[src/rtl/uwire_pkg.sv]
package uwire_pkg;

  typedef enum logic [2:0] {
    OP_READ  = 3'd0,
    OP_WRITE = 3'd1,
    OP_ERASE = 3'd2,
    OP_ERAL  = 3'd3,
    OP_WREN  = 3'd4,
    OP_WRDIS = 3'd5
  } uw_op_e;

  typedef enum logic [2:0] {
    ST_IDLE,
    ST_SEND,
    ST_RECV,
    ST_GAP,
    ST_POLL
  } uw_state_e;

endpackage

[src/rtl/uwire_tick.sv]
module uwire_tick #(
  parameter int HALF_DIV = 4
) (
  input  logic clk,
  input  logic rst,
  input  logic en,
  output logic rise_stb,
  output logic fall_stb
);
  localparam int PERIOD = 2 * HALF_DIV;
  localparam int PW     = (PERIOD > 2) ? $clog2(PERIOD) : 1;

  logic [PW-1:0] phase;

  always_ff @(posedge clk) begin
    if (rst || !en)                     phase <= '0;
    else if (phase == PW'(PERIOD - 1))  phase <= '0;
    else                                phase <= phase + 1'b1;
  end

  assign rise_stb = en && (phase == PW'(HALF_DIV - 1));
  assign fall_stb = en && (phase == PW'(PERIOD - 1));
endmodule

[src/rtl/uwire_framer.sv]
module uwire_framer
  import uwire_pkg::*;
#(
  parameter int ADDR_W = 6,
  parameter int DATA_W = 16
) (
  input  logic [2:0]                              op,
  input  logic [ADDR_W-1:0]                       addr,
  input  logic [DATA_W-1:0]                       wdata,
  output logic [3+ADDR_W+DATA_W-1:0]              frame,
  output logic [$clog2(3+ADDR_W+DATA_W+1)-1:0]    nbits,
  output logic                                    prog,
  output logic                                    is_read,
  output logic                                    valid
);
  localparam int HDR_W   = 3 + ADDR_W;
  localparam int FRAME_W = HDR_W + DATA_W;
  localparam int NBW     = $clog2(FRAME_W + 1);

  logic [1:0]        opc;
  logic [ADDR_W-1:0] fld;
  logic              has_data;

  always_comb begin
    opc      = 2'b00;
    fld      = '0;
    nbits    = NBW'(HDR_W);
    prog     = 1'b0;
    is_read  = 1'b0;
    valid    = 1'b1;
    has_data = 1'b0;
    case (op)
      OP_READ:  begin opc = 2'b10; fld = addr; is_read = 1'b1; end
      OP_WRITE: begin opc = 2'b01; fld = addr; prog = 1'b1; has_data = 1'b1;
                      nbits = NBW'(FRAME_W); end
      OP_ERASE: begin opc = 2'b11; fld = addr; prog = 1'b1; end
      OP_ERAL:  begin fld = {2'b10, {(ADDR_W-2){1'b0}}}; prog = 1'b1; end
      OP_WREN:  begin fld = {2'b11, {(ADDR_W-2){1'b0}}}; end
      OP_WRDIS: begin fld = '0; end
      default:  valid = 1'b0;
    endcase
    frame = {1'b1, opc, fld, has_data ? wdata : {DATA_W{1'b0}}};
  end
endmodule

[src/rtl/uwire_eeprom_ctrl.sv]
module uwire_eeprom_ctrl
  import uwire_pkg::*;
#(
  parameter int ADDR_W     = 6,
  parameter int DATA_W     = 16,
  parameter int HALF_DIV   = 4,
  parameter int POLL_LIMIT = 500000
) (
  input  logic              clk,
  input  logic              rst,
  input  logic              req_valid,
  input  logic [2:0]        req_op,
  input  logic [ADDR_W-1:0] req_addr,
  input  logic [DATA_W-1:0] req_wdata,
  output logic              req_ready,
  output logic              rsp_done,
  output logic [DATA_W-1:0] rsp_rdata,
  output logic              rsp_err,
  output logic              ee_cs,
  output logic              ee_sck,
  output logic              ee_di,
  input  logic              ee_do
);
  localparam int FRAME_W = 3 + ADDR_W + DATA_W;
  localparam int BCW     = $clog2(FRAME_W + 1);
  localparam int RCW     = $clog2(DATA_W + 1);
  localparam int TCW     = $clog2(POLL_LIMIT + 1);

  uw_state_e          state;
  logic [FRAME_W-1:0] frame_sh;
  logic [BCW-1:0]     bits_left;
  logic [RCW-1:0]     rd_cnt;
  logic [DATA_W-1:0]  rd_sh;
  logic [TCW-1:0]     tmo_cnt;
  logic               is_read_q, prog_q, polled_q, err_q, rdy_q;
  logic               rise_stb, fall_stb;

  logic [FRAME_W-1:0] f_frame;
  logic [BCW-1:0]     f_nbits;
  logic               f_prog, f_read, f_valid;

  uwire_tick #(.HALF_DIV(HALF_DIV)) tick_i (
    .clk(clk), .rst(rst), .en(state != ST_IDLE),
    .rise_stb(rise_stb), .fall_stb(fall_stb)
  );

  uwire_framer #(.ADDR_W(ADDR_W), .DATA_W(DATA_W)) framer_i (
    .op(req_op), .addr(req_addr), .wdata(req_wdata),
    .frame(f_frame), .nbits(f_nbits), .prog(f_prog),
    .is_read(f_read), .valid(f_valid)
  );

  assign req_ready = (state == ST_IDLE);

  always_ff @(posedge clk) begin
    if (rst) begin
      state     <= ST_IDLE;
      frame_sh  <= '0;
      bits_left <= '0;
      rd_cnt    <= '0;
      rd_sh     <= '0;
      tmo_cnt   <= '0;
      is_read_q <= 1'b0;
      prog_q    <= 1'b0;
      polled_q  <= 1'b0;
      err_q     <= 1'b0;
      rdy_q     <= 1'b0;
      ee_cs     <= 1'b0;
      ee_sck    <= 1'b0;
      ee_di     <= 1'b0;
      rsp_done  <= 1'b0;
      rsp_err   <= 1'b0;
      rsp_rdata <= '0;
    end else begin
      rsp_done <= 1'b0;
      case (state)
        ST_IDLE: if (req_valid) begin
          if (!f_valid) begin
            rsp_done <= 1'b1;
            rsp_err  <= 1'b1;
          end else begin
            frame_sh  <= f_frame;
            bits_left <= f_nbits;
            is_read_q <= f_read;
            prog_q    <= f_prog;
            polled_q  <= 1'b0;
            err_q     <= 1'b0;
            ee_cs     <= 1'b1;
            ee_sck    <= 1'b0;
            ee_di     <= f_frame[FRAME_W-1];
            state     <= ST_SEND;
          end
        end
        ST_SEND: begin
          if (rise_stb) ee_sck <= 1'b1;
          if (fall_stb) begin
            ee_sck    <= 1'b0;
            frame_sh  <= frame_sh << 1;
            bits_left <= bits_left - 1'b1;
            if (bits_left == BCW'(1)) begin
              ee_di <= 1'b0;
              if (is_read_q) begin
                rd_cnt <= '0;
                state  <= ST_RECV;
              end else begin
                ee_cs <= 1'b0;
                state <= ST_GAP;
              end
            end else begin
              ee_di <= frame_sh[FRAME_W-2];
            end
          end
        end
        ST_RECV: begin
          if (rise_stb) begin
            ee_sck <= 1'b1;
            if (rd_cnt != '0) rd_sh <= {rd_sh[DATA_W-2:0], ee_do};
          end
          if (fall_stb) begin
            ee_sck <= 1'b0;
            rd_cnt <= rd_cnt + 1'b1;
            if (rd_cnt == RCW'(DATA_W)) begin
              ee_cs <= 1'b0;
              state <= ST_GAP;
            end
          end
        end
        ST_GAP: if (fall_stb) begin
          if (prog_q && !polled_q) begin
            polled_q <= 1'b1;
            rdy_q    <= 1'b0;
            tmo_cnt  <= '0;
            ee_cs    <= 1'b1;
            state    <= ST_POLL;
          end else begin
            rsp_done <= 1'b1;
            rsp_err  <= err_q;
            if (is_read_q) rsp_rdata <= rd_sh;
            state    <= ST_IDLE;
          end
        end
        ST_POLL: begin
          if (tmo_cnt != TCW'(POLL_LIMIT)) tmo_cnt <= tmo_cnt + 1'b1;
          if (rise_stb) begin
            ee_sck <= 1'b1;
            rdy_q  <= ee_do;
          end
          if (fall_stb) begin
            ee_sck <= 1'b0;
            if (rdy_q) begin
              ee_cs <= 1'b0;
              state <= ST_GAP;
            end else if (tmo_cnt == TCW'(POLL_LIMIT)) begin
              err_q <= 1'b1;
              ee_cs <= 1'b0;
              state <= ST_GAP;
            end
          end
        end
        default: state <= ST_IDLE;
      endcase
    end
  end
endmodule

[config.mk]
export PLATFORM = sky130hd
export DESIGN_NAME = uwire_eeprom_ctrl
export DESIGN_NICKNAME = d
export VERILOG_FILES = /design/src/rtl/uwire_pkg.sv /design/src/rtl/uwire_tick.sv /design/src/rtl/uwire_framer.sv /design/src/rtl/uwire_eeprom_ctrl.sv
export SDC_FILE = /design/constraint.sdc
export NUM_CORES = 1
export LEC_CHECK = 0
export BUFFER_PORTS_ARGS = -buffer_cell sky130_fd_sc_hd__buf_4
export CORE_ASPECT_RATIO = 2
export CORE_MARGIN = 1
export CORE_UTILIZATION = 50
export CTS_BUF_LIST = sky130_fd_sc_hd__clkbuf_8
export DETAILED_ROUTE_END_ITERATION = 8
export PLACE_DENSITY = 0.73
export SYNTH_ARGS = -nofsm -noshare
export SYNTH_HDL_FRONTEND = slang
export SYNTH_SLANG_ARGS = --single-unit
export TNS_END_PERCENT = 50
[constraint.sdc]
create_clock -name clk -period 2.6 [get_ports clk]
set_input_delay 0.26 -clock clk [delete_from_list [all_inputs] [get_ports clk]]
set_output_delay 0.26 -clock clk [all_outputs]
set_load 0.03 [all_outputs]
# Word-level counts from Yosys, hierarchy flattened
# Index checks and enable logic that the tools add are counted.
# classes
addsub	4
eq_ne	34
mux	78
bitwise_logic	1
reduce_logical	35
# ops
cell	n
$mux W24	3
$mux W19	3
$pmux W24 S2	1
$mux W5	8
$pmux W19 S2	1
$mux W1	37
$mux W3	11
$ne A2 B2 Y1 const B	16
$pmux W5 S2	2
$reduce_and A4 Y1	5
$add A19 B1 Y19 const B	1
$eq A19 B19 Y1 const B	1
$ne A19 B19 Y1 const B	1
$pmux W6 S3	1
$mux W16	1
$eq A3 B2 Y1 const B	5
$pmux W3 S5	1
$reduce_and A5 Y1	3
$pmux W1 S2	7
$eq A3 B3 Y1 const B	4
$reduce_and A12 Y1	1
$reduce_bool A2 Y1	6
$reduce_bool A5 Y1	2
$reduce_and A9 Y1	1
22 further kinds	30
# word_totals
reg_bits	101
input_bits	29
output_inout_bits	22

# Longest topological paths before layout
# logic_depth
depth_word	6
depth_mapped	9
mapped_depth_nobuf	7

# Modules after synthesis
# Synthesis repeated with hierarchy kept, for this count alone.
# unflattened
cells_unflattened	596
hier_area_um2	4963.5
# modules_own_cells
module	n_inst	cells_each	area_each_um2	seq_area_each_um2
uwire_eeprom_ctrl	1	536	4510.6	1961.9
uwire_framer	1	48	307.8	0.0
uwire_tick	1	12	145.1	60.1

# Worst setup path before layout
# OpenSTA, ideal clock, no wires.
# synth_timing
kind	reg-to-reg
from	register tick_i.phase[0]
to	register tmo_cnt[15]
setup_time_ns	0.070
arrival_ns	1.920
t_required_ns	2.530
slack_ns	0.610
path_stages_with_launch	10
cell_sequence	dfxtp_1 ha_1 ha_1 buf_2 nand4b_4 o211ai_2 o2111ai_4 buf_6 or3_1 a21oi_1
# synth_via
elab_chain_cells	4
# synth_rtl
item	line	source
start: declaration	uwire_tick.sv:13	logic [PW-1:0] phase;
start signal: assignment	uwire_tick.sv:18	else phase <= phase + 1'b1;
$eq A3 B3 Y1	uwire_tick.sv:22	assign fall_stb = en && (phase == PW'(PERIOD - 1));
$logic_and A1 B1 Y1	uwire_tick.sv:22	
$ne A2 B2 Y1 (no line)	-	
$reduce_and A4 Y1 (no line)	-	
end signal: assignment	uwire_eeprom_ctrl.sv:143	if (tmo_cnt != TCW'(POLL_LIMIT)) tmo_cnt <= tmo_cnt + 1'b1;
end: declaration	uwire_eeprom_ctrl.sv:34	logic [TCW-1:0] tmo_cnt;
# Every way passes these cells.
# A chain may end at the register's enable or synchronous reset.

# Worst setup path after layout
# layout_timing
from	register tick_i.phase[0]
to	register tmo_cnt[17]
# Same word-level chain as after synthesis.

==> impl_metrics.py <==
metrics = {
    "final_layout": {
        "diodes": 0,
        "multiInputGateArea_um2": 2410,
        "area_growth_pct": 13.4,
        "regArea_um2": 2020,
        "fillers": 801,
        "fin_nets": 603,
        "drive_gt1_share_pct": 17.4,
    },
    "routing": {
        "route.met2.wl_um": 5620,
        "firstDrtPassIters": 4,
        "antenna_left": 0,
        "wl_met3_um": 359,
        "routed_wl_um": 10300,
        "wl_met1_um": 4000,
        "drt-wirelength-per-cell_um": 15.4,
        "top_layer_used": "met4",
        "drc_errors": 0,
        "via_per_inst": 5.93,
        "initialDrtViolationCount": 204,
        "vias": 3988,
    },
    "clock_network": {
        "insertion_delay_ps": 390,
        "holdBufCountCts": 0,
        "post-cts-setup-buffer-count": 0,
        "clockRootBuffer": "clkbuf_8",
        "cts_buffers": 9,
        "htree_num_levels": 3,
        "cts.repair.resized": 0,
        "cts_tree": "built",
        "clk_pin_slew_ps": 100,
        "cts.sinks": 101,
        "cts_buffer_depth": 2,
    },
    "worst_hold_path": {
        "hold_path.class": "in2reg",
    },
    "power": {
        "clkPwrFrac_pct": 21.8,
        "p_int_mw": 2.65,
        "p_sw_mw": 1.50,
        "power_density_nw_per_um2": 786,
        "p_sw_share_pct": 36.1,
        "seqPwrFrac_pct": 46.9,
        "irDropWorstVdd_mv": 0.459,
        "combPwrFrac_pct": 31.3,
        "leakage_nw": 2.08,
    },
    "floorplanning": {
        "die_w_um": 70.2,
        "row_count": 49,
        "start_util_pct": 51.6,
        "fp.dieArea_um2": 9720,
        "fp.dieH_um": 138,
        "ios": 51,
        "core_um2": 9010,
    },
    "yosys": {
        "synth_area_um2": 4650,
        "syn_avg_cell_area_um2": 8.90,
        "synth_flop_cell": "dfxtp_1",
        "synth_common_cells": "101 x dfxtp_1, 78 x nor2_1, 39 x a21oi_1",
        "synth.area.top_cells": "dfxtp_1 43%, mux2i_1 6.9%, nor2_1 6.3%",
        "synth-seq-cells": 101,
        "ys_seq_area_share_pct": 43.5,
        "synth.most_common_cell": "dfxtp_1",
        "synth.distinct_cells": 60,
        "synth_top_area_share_pct": 43.5,
        "synth_edf_count": 0,
        "synth_warnings": 0,
        "async_flop_share_pct": 0,
        "synth_nets": 561,
        "synth_largest_area_cell": "dfxtp_1",
        "syn_inst": 523,
    },
    "worst_setup_path": {
        "worst_ep_arrival_time_ps": 2680,
        "slowest_delay_ps": 530,
        "path_cells": "ha_1, ha_1, nand4b_4, o211ai_2, o2111ai_4, or4_1, a21oi_1",
        "start_kind": "register",
        "cp-end-kind": "register",
        "crit_slowest_cell": "or4_1",
        "required_ps": 2920,
        "critPathKind": "reg2reg",
        "crit_top_cell": "ha_1",
        "worst-path-max-fanout": 16,
    },
    "sta": {
        "hold_viol_final": 0,
        "finalCritPeriodShare_pct": 90.6,
        "worst_slew_pin_slew_ps": 688,
        "fmax_ghz": 0.424,
        "layout_setup_ws_ps": 244,
        "skew_ps": 14.9,
        "tns_ps": 0,
        "min_period_ps": 2360,
        "drv_slew": 0,
        "rsz0062_at_grt": "no",
        "finalSetupViolCount": 0,
        "slew_headroom_pct": 54.1,
    },
    "flow_run": {
        "cap_violations": 0,
    },
    "global_routing": {
        "grt_pass1_vias": 3907,
        "overflow": 0,
        "grt.total_usage_pct": 22.3,
        "grt_max_degree": 67,
        "grt_antenna_before_repair": 0,
        "grt_pass1_wl_um": 17600,
    },
    "placed_design": {
        "gp_congestion": 0.861,
        "pre_cts_ws_ps": 248,
        "io_buffer_count": 50,
        "dp_hpwl_um": 7440,
    },
    "run_status": {
        "status": "finished clean",
    },
}
[placed cells by master (no fill, tap or decap), types with 9 or more instances in the layout]
cell type  instances
clkbuf_8           9
nand3_1           18
nand2_1           30
o21ai_0           21
nor3_1            26
nor2_1            78
mux2i_1           32
a21oi_1           39
inv_1             14
dfxtp_1          101
buf_4             62
ha_1               9
a221oi_1          19
or3_1             14
[worst max-delay path: cells and delay by family, from the launching register on]
family	cells	cell delay (ps)
AND/OR/NAND/NOR	2	730
AO/OA/AOI/OAI	3	660
adder cells (fa/ha/maj)	2	570
flip-flops	1	340
[state kept, by name, indices dropped and copies added (netlist names)]
| signal | flops |
|---|---|
| bits_left | 5 |
| ee_cs | 1 |
| ee_di | 1 |
| ee_sck | 1 |
| err_q | 1 |
| frame_sh | 24 |
| is_read_q | 1 |
| polled_q | 1 |
| prog_q | 1 |
| rd_cnt | 5 |
| rd_sh | 16 |
| rdy_q | 1 |
| rsp_done | 1 |
| rsp_err | 1 |
| rsp_rdata | 16 |
| state | 3 |
| tick_i.phase | 3 |
| tmo_cnt | 19 |
[layout make-up]
type	count	area share [%]
inverter	15	1.07
tap	102	2.42
timing repair buffer	63	9.20
multi-input combinational	375	45.7
sequential	101	38.3
clock buffer	9	2.35
clock inverter	7	0.925
[cell families after synthesis]
kind of cell	Yosys count	share of synthesized area, %
compound gates	110	16.6
xor+xnor	9	1.69
fa+ha+maj	9	2.42
buf+inv	47	4.81
flops	101	43.5
mux	33	7.13
simple gates	214	23.9
[power by group through the flow]
stage / Combinational (mW) / Sequential, mW / Clock, mW
floorplan: 0.987 / 1.95 / 0
global placement: 1.27 / 1.97 / 0
detailed placement: 1.30 / 1.98 / 0
CTS: 1.31 / 1.95 / 0.936
global route: 1.48 / 1.97 / 0.986
finish: 1.30 / 1.95 / 0.905
[worst paths after layout]
| check | start | end | slack, ps | depth (start not counted) |
|---|---|---|---|---|
| worst min register to register | tick_i.phase[0] | tick_i.phase[0] | 440 | 1 |
| worst min-delay path | req_wdata[0] | frame_sh[0] | 150 | 3 |
| worst max register to register | tick_i.phase[0] | tmo_cnt[17] | 240 | 7 |
| worst max-delay path | tick_i.phase[0] | tmo_cnt[17] | 240 | 7 |
[metrics by stage]
stage / power, mW / util, % / hold WS [ps] / cells / instance area (µm²)
6_report: 4.15 / 58.6 / 146 / 672 / 5280
5_1_grt: 4.44 / 58.6 / 148 / 672 / 5280
4_1_cts: 4.19 / 58.6 / 130 / 672 / 5280
3_5_place_dp: 3.29 / 56.6 / 426 / 656 / 5100
3_3_place_gp: 3.25 / 56.6 / 415 / 656 / 5100
2_1_floorplan: 2.94 / - / 404 / 523 / 4650
[layer usage]
| metal | vias up | global-route usage (%) |
|---|---|---|
| met5 | - | 0 |
| met4 | 0 | 11.1 |
| met3 | 23 | 4.74 |
| met2 | 97 | 40.3 |
| met1 | 1900 | 24.0 |
| li1 | 1968 | - |
Power figures use the tool's default switching activity.
